File: config.mk
export PLATFORM = sky130hd
export DESIGN_NAME = wb2axi_bridge
export DESIGN_NICKNAME = d
export VERILOG_FILES = /design/src/rtl/wb2axi_bridge.sv
export SDC_FILE = /design/constraint.sdc
export NUM_CORES = 1
export LEC_CHECK = 0
export CAP_MARGIN = 20
export CORE_MARGIN = 3
export CORE_UTILIZATION = 42
export DETAILED_ROUTE_END_ITERATION = 16
export HOLD_SLACK_MARGIN = 0.02
export PLACE_DENSITY = 0.86
export RECOVER_POWER = 25
export SLEW_MARGIN = 20
export SYNTH_ARGS = -nofsm -noshare
export SYNTH_HDL_FRONTEND = slang
export SYNTH_SLANG_ARGS = --single-unit
File: constraint.sdc
create_clock -name clk -period 5.25 [get_ports clk]
set_input_delay 0.525 -clock clk [delete_from_list [all_inputs] [get_ports clk]]
set_output_delay 0.525 -clock clk [all_outputs]
set_load 0.01 [all_outputs]
File: src/rtl/wb2axi_bridge.sv
module wb2axi_bridge #(
  parameter int WB_DW  = 32,
  parameter int AXI_DW = 64,
  parameter int AXI_AW = 32,
  parameter int WB_AW  = AXI_AW - $clog2(WB_DW/8),
  parameter int LGFIFO = 3,
  parameter int IDW    = 2,
  parameter logic [IDW-1:0] WR_ID = '0,
  parameter logic [IDW-1:0] RD_ID = '0
)(
  input  logic              clk,
  input  logic              rst_n,
  input  logic              wb_cyc,
  input  logic              wb_stb,
  input  logic              wb_we,
  input  logic [WB_AW-1:0]  wb_adr,
  input  logic [WB_DW-1:0]  wb_dat_w,
  input  logic [WB_DW/8-1:0] wb_sel,
  output logic              wb_stall,
  output logic              wb_ack,
  output logic              wb_err,
  output logic [WB_DW-1:0]  wb_dat_r,
  output logic              m_awvalid,
  input  logic              m_awready,
  output logic [IDW-1:0]    m_awid,
  output logic [AXI_AW-1:0] m_awaddr,
  output logic [7:0]        m_awlen,
  output logic [2:0]        m_awsize,
  output logic [1:0]        m_awburst,
  output logic              m_awlock,
  output logic [3:0]        m_awcache,
  output logic [2:0]        m_awprot,
  output logic              m_wvalid,
  input  logic              m_wready,
  output logic [AXI_DW-1:0] m_wdata,
  output logic [AXI_DW/8-1:0] m_wstrb,
  output logic              m_wlast,
  input  logic              m_bvalid,
  output logic              m_bready,
  input  logic [1:0]        m_bresp,
  output logic              m_arvalid,
  input  logic              m_arready,
  output logic [IDW-1:0]    m_arid,
  output logic [AXI_AW-1:0] m_araddr,
  output logic [7:0]        m_arlen,
  output logic [2:0]        m_arsize,
  output logic [1:0]        m_arburst,
  output logic              m_arlock,
  output logic [3:0]        m_arcache,
  output logic [2:0]        m_arprot,
  input  logic              m_rvalid,
  output logic              m_rready,
  input  logic [AXI_DW-1:0] m_rdata,
  input  logic [1:0]        m_rresp
);
  localparam int WB_SB    = WB_DW / 8;
  localparam int AXI_SB   = AXI_DW / 8;
  localparam int BYTE_LSB = $clog2(WB_SB);
  localparam int RATIO    = AXI_DW / WB_DW;
  localparam int SUBW     = $clog2(RATIO);
  localparam int SW1      = (SUBW > 0) ? SUBW : 1;
  localparam int DEPTH    = 1 << LGFIFO;
  localparam int CW       = LGFIFO + 1;

  // fixed attributes of a single-beat, single-ID master
  assign m_awid    = WR_ID;
  assign m_arid    = RD_ID;
  assign m_awlen   = 8'd0;
  assign m_arlen   = 8'd0;
  assign m_awsize  = 3'(BYTE_LSB);
  assign m_arsize  = 3'(BYTE_LSB);
  assign m_awburst = 2'b01;
  assign m_arburst = 2'b01;
  assign m_awlock  = 1'b0;
  assign m_arlock  = 1'b0;
  assign m_awcache = 4'h2;
  assign m_arcache = 4'h2;
  assign m_awprot  = 3'b010;
  assign m_arprot  = 3'b010;
  assign m_wlast   = 1'b1;
  assign m_bready  = 1'b1;
  assign m_rready  = 1'b1;

  logic              sk_v, sk_we;
  logic [WB_AW-1:0]  sk_adr;
  logic [WB_DW-1:0]  sk_dat;
  logic [WB_SB-1:0]  sk_sel;
  logic [CW-1:0]     cnt, cnt_nx;
  logic              cnt_empty, cnt_full, dir_we, flushing, busy;
  logic [SW1-1:0]    wr_sub, rd_sub;

  wire             req_v   = sk_v | (wb_cyc & wb_stb);
  wire             req_we  = sk_v ? sk_we  : wb_we;
  wire [WB_AW-1:0] req_adr = sk_v ? sk_adr : wb_adr;
  wire [WB_DW-1:0] req_dat = sk_v ? sk_dat : wb_dat_w;
  wire [WB_SB-1:0] req_sel = sk_v ? sk_sel : wb_sel;
  wire             accept  = wb_cyc & req_v & ~busy;
  wire             resp_err = (m_bvalid & m_bresp[1]) | (m_rvalid & m_rresp[1]);
  wire             resp_ok  = (m_bvalid & ~m_bresp[1]) | (m_rvalid & ~m_rresp[1]);
  wire             unused_resp = m_bresp[0] ^ m_rresp[0];

  assign busy = flushing | cnt_full
              | (m_awvalid & ~m_awready) | (m_wvalid & ~m_wready) | (m_arvalid & ~m_arready)
              | (~cnt_empty & (req_we != dir_we));
  assign wb_stall = sk_v;

  // input skid buffer
  always_ff @(posedge clk) begin
    if (!rst_n || !wb_cyc) sk_v <= 1'b0;
    else if (!sk_v)        sk_v <= wb_stb & busy;
    else if (!busy)        sk_v <= 1'b0;
    if (!sk_v) begin
      sk_we <= wb_we; sk_adr <= wb_adr; sk_dat <= wb_dat_w; sk_sel <= wb_sel;
    end
  end

  // outstanding transaction count and direction
  always_comb cnt_nx = cnt + CW'(accept) - CW'(m_bvalid | m_rvalid);

  always_ff @(posedge clk) begin
    if (!rst_n) begin
      cnt <= '0; cnt_empty <= 1'b1; cnt_full <= 1'b0; dir_we <= 1'b0; flushing <= 1'b0;
    end else begin
      cnt       <= cnt_nx;
      cnt_empty <= (cnt_nx == '0);
      cnt_full  <= (cnt_nx == CW'(DEPTH));
      if (accept) dir_we <= req_we;
      flushing  <= (flushing | resp_err | (~wb_cyc & ~cnt_empty)) & (cnt_nx != '0);
    end
  end

  // request channels
  generate
    if (SUBW > 0) begin : g_wsub
      assign wr_sub = req_adr[SUBW-1:0];
    end else begin : g_wnosub
      assign wr_sub = '0;
    end
  endgenerate

  always_ff @(posedge clk) begin
    if (!rst_n) begin
      m_awvalid <= 1'b0; m_wvalid <= 1'b0; m_arvalid <= 1'b0;
    end else begin
      if (accept & req_we)   m_awvalid <= 1'b1;
      else if (m_awready)    m_awvalid <= 1'b0;
      if (accept & req_we)   m_wvalid  <= 1'b1;
      else if (m_wready)     m_wvalid  <= 1'b0;
      if (accept & ~req_we)  m_arvalid <= 1'b1;
      else if (m_arready)    m_arvalid <= 1'b0;
    end
    if (!m_awvalid || m_awready) m_awaddr <= AXI_AW'(req_adr) << BYTE_LSB;
    if (!m_arvalid || m_arready) m_araddr <= AXI_AW'(req_adr) << BYTE_LSB;
    if (!m_wvalid || m_wready) begin
      m_wdata <= {RATIO{req_dat}};
      m_wstrb <= AXI_SB'(req_sel) << (int'(wr_sub) * WB_SB);
    end
  end

  // lane queue for read returns; pointers follow in-flight traffic, not flushes
  generate
    if (SUBW > 0) begin : g_lane
      logic [SUBW-1:0]   lane_q [DEPTH];
      logic [LGFIFO-1:0] wp, rp;
      always_ff @(posedge clk) begin
        if (!rst_n) begin
          wp <= '0; rp <= '0;
        end else begin
          if (accept & ~req_we) begin
            lane_q[wp] <= wr_sub;
            wp <= wp + 1'b1;
          end
          if (m_rvalid) rp <= rp + 1'b1;
        end
      end
      assign rd_sub = lane_q[rp];
    end else begin : g_nolane
      assign rd_sub = '0;
    end
  endgenerate

  // response path
  always_ff @(posedge clk) begin
    if (!rst_n) begin
      wb_ack <= 1'b0; wb_err <= 1'b0;
    end else begin
      wb_ack <= wb_cyc & ~flushing & resp_ok;
      wb_err <= wb_cyc & ~flushing & resp_err;
    end
    if (m_rvalid) wb_dat_r <= m_rdata[int'(rd_sub) * WB_DW +: WB_DW];
  end

  a_r7_no_overflow: assert property (@(posedge clk) disable iff (!rst_n)
    cnt <= CW'(DEPTH));
  a_r6_one_dir: assert property (@(posedge clk) disable iff (!rst_n)
    !(m_arvalid && (m_awvalid || m_wvalid)));
  a_r9_flush_quiet: assert property (@(posedge clk) disable iff (!rst_n)
    flushing |=> !wb_ack && !wb_err);
  a_r2_aw_hold: assert property (@(posedge clk) disable iff (!rst_n)
    m_awvalid && !m_awready |=> m_awvalid && $stable(m_awaddr));
  a_r8_drain_done: assert property (@(posedge clk) disable iff (!rst_n)
    $fell(flushing) |-> cnt == '0);
endmodule

==> results.toml <==
[timing]
relSlewSlack_pct = -54.5
worst_slew_pin_slew_ps = 2320
timing.fmax_mhz = 294
clock-skew-final_ps = 17.0
grt_setup_unrepaired = "no"
setup_viol = 0
maxSlewViolCount = 144
hold_viol = 0
setup_tns_ps = 0
setup_ws_ps = 1850
fin_crit_sh_pct = 64.7
whs_ps = 470
fin_crit_ps = 3400

[synth]
synth.yosys.seq_area_share_pct = 70.6
yosysTopAreaCell = "edfxtp_1"
ys_warn_count = 0
syn_area_um2 = 8510
postSynthCellCount = 527
ys_top_cells_by_area = "edfxtp_1, dfxtp_1, mux2_2"
postSynthAreaPerCell_um2 = 16.1
synth.distinct_cells = 41
synth_top_cell_area_share_pct = 49.4
ys_ff_latch = 230

[die]
core_um2 = 19700
die_area_um2 = 22000
start_util_pct = 43.3
die_w_um = 148
ios = 367
die_y_um = 148
rows = 51

[routing]
vias_per_cell = 4.54
via_count = 5028
final_antenna_net_count = 0
wl_per_cell_um = 17.6
drc = 0
drt_iter0_markers = 188
totalWireLength_mm = 19.4
drt_pre_antenna_iters = 5

[worst_setup_path]
start_kind = "input port"
reg2reg_to = "flushing"
critPathMaxFanout = 4
worstPathArrival_ps = 3780
critical_path_required_ps = 5630
worstReg2RegStart = "wb_stall"
regToRegSetupSlack_ps = 2030
critPathBufInv = 3
path_class = "input port to register"
worstPathCellList = "dlygate4sd3_1, mux2_1, mux2i_1, nand3_1, ha_1, inv_1, ha_1, inv_1, fa_1, xnor2_1, or3b_2, o221a_2"
slowest_delay_ps = 530
slowest_stage = "dlygate4sd3_1"
path_delay_family = "adder cells"
r2r_cells = 11
cp-end-kind = "register"

[clock_network]
clock-sinks = 230
clk_pin_slew_ps = 60
clock_latency_ps = 500
root_buffer = "clkbuf_16"
clockBufferDepth = 3
numCtsBuffers = 24
cts_tree = "built"
htree_levels = 1
cts_setup_buffers = 0
ctsHoldBuffers = 0
cts_resized = 0

[min_path]
hold_class = "register to register"
min_from = "sk_dat[28]"
holdPathStages = 1
min_to = "sk_dat[28]"

[grt]
antenna_found_initial = 0
grt_pass1_vias = 5174
grt_first_pass_wirelength_mm = 28.9
grt.total_usage_pct = 16.7
grt_overflow_total = 0
grt_max_degree = 68

[power]
p_per_area_nw_per_um2 = 380
vdd_drop_max_mv = 0.212
p_leak_nw = 4.65

[layout]
syn_to_final_growth_pct = 44.3
fin_cells = 1107
layout-drive-gt1-share_pct = 16.2
fin_nets = 975
diodes = 0

[place]
placed_cells = 1063
dp_slack_ps = 1580
place_hpwl_mm = 14.3
io_buffer_count = 311
finalWeightedCongestion = 0.766

[flow_run]
cap_viol_max_count = 4

[status]
violations = "max-capacitance violations, max-slew violations"
status = "finished, violations left"
[metrics by stage]
step	instance area, um^2	power, mW	util, %
floorplan	8700	2.66	-
global placement	11500	3.03	58.4
detailed placement	11500	3.08	58.6
CTS	12300	4.72	62.5
global route	12300	4.86	62.5
finish	12300	4.67	62.5
[final cells by class]
cell class	count	area (um^2)
tap	265	332
inverter	12	45.0
sequential	230	6010
fill	1475	7380
clock inverter	7	58.8
timing repair buffer	318	3180
multi-input combinational	238	1930
clock buffer	37	721
[routing by layer]
layer | up-vias | GRT usage [%] | wire (um)
met3 | 37 | 4.97 | 1690
met5 | - | 0 | 0
met1 | 2405 | 18.8 | 7060
li1 | 2348 | - | -
met4 | 0 | 4.02 | 406
met2 | 238 | 30.9 | 10300
[Yosys cell counts (all sizes together)]
cell and instances:
a21o 1, a21oi 4, a22o 1, a31oi 1, and2 3, and4 1
buf 94, clkbuf 4, clkinv 1, conb 2, dfxtp 90, edfxtp 140
fa 1, ha 6, inv 11, mux2 94, mux2i 11, mux4 2
nand2 8, nand2b 6, nand3 3, nand3b 1, nand4 1, nor2 16
nor2b 2, nor3 2, nor3b 2, nor4 6, o21a 1, o21ai 1
o21bai 1, o221a 1, o22ai 2, or2 1, or3b 1, xnor2 4
xor2 1
[layout by cell type, fill, tap and decap left out, drive strengths merged, types with 2 or more instances in the layout]
master,instances
nand2b,6
inv,11
dlygate4sd3,5
buf,3
clkinv,7
mux2i,11
and2,3
mux4,2
nor3b,2
dfxtp,90
xnor2,4
nor2b,2
clkdlybuf4s50,306
ha,6
mux2,94
nor4,6
nor2,16
o22ai,2
nand2,8
conb,53
nand3,3
clkbuf,41
a21oi,4
edfxtp,140
nor3,2
[worst reg2reg max path, delay by kind of cell, from the launching register on]
kind | cells | cell delay, ps
buffers and inverters | 2 | 120
muxes | 2 | 660
xor gates and xnor gates | 1 | 150
DFF | 1 | 350
and+or+nand+nor | 2 | 670
AOI/OAI and AO/OA | 1 | 280
adders and majority gates | 3 | 880
[power breakdown]
part           total [mW]  switching, mW  internal, mW
clock network        1.63          0.639         0.990
registers            2.21         0.0746          2.14
logic               0.824          0.341         0.483
[cells by family (layout without fill, tap and decap cells)]
kind of cell	count (synthesis)	after routing	share of synthesized area (%)
buffers and inverters	110	374	8.96
muxes	107	107	14.5
adders and majority gates	7	7	1.12
AOI/OAI and AO/OA	13	13	1.01
DFF	230	230	70.6
other	2	53	0.0883
xor gates and xnor gates	5	5	0.515
and+or+nand+nor	53	53	3.22
[state kept, by name, summed over array words and instances (netlist names), 3 cells and up, named ones only]
| register | flops |
|---|---|
| sk_sel | 4 |
| g_lane.rp | 3 |
| sk_adr | 30 |
| g_lane.lane_q | 8 |
| m_araddr | 30 |
| g_lane.wp | 3 |
| m_awaddr | 30 |
| cnt | 4 |
| m_wdata | 32 |
| sk_dat | 32 |
| wb_dat_r | 32 |
| m_wstrb | 8 |
[worst max-delay path by stage]
stage	depth (start not counted)	startpoint	end
finish	12	wb_we	flushing
global route	12	wb_we	flushing
CTS	11	wb_stall	flushing
detailed placement	12	wb_we	flushing
global placement	12	wb_we	flushing
floorplan	11	m_wready	flushing
No activity file was read; power rests on OpenSTA's default activity.
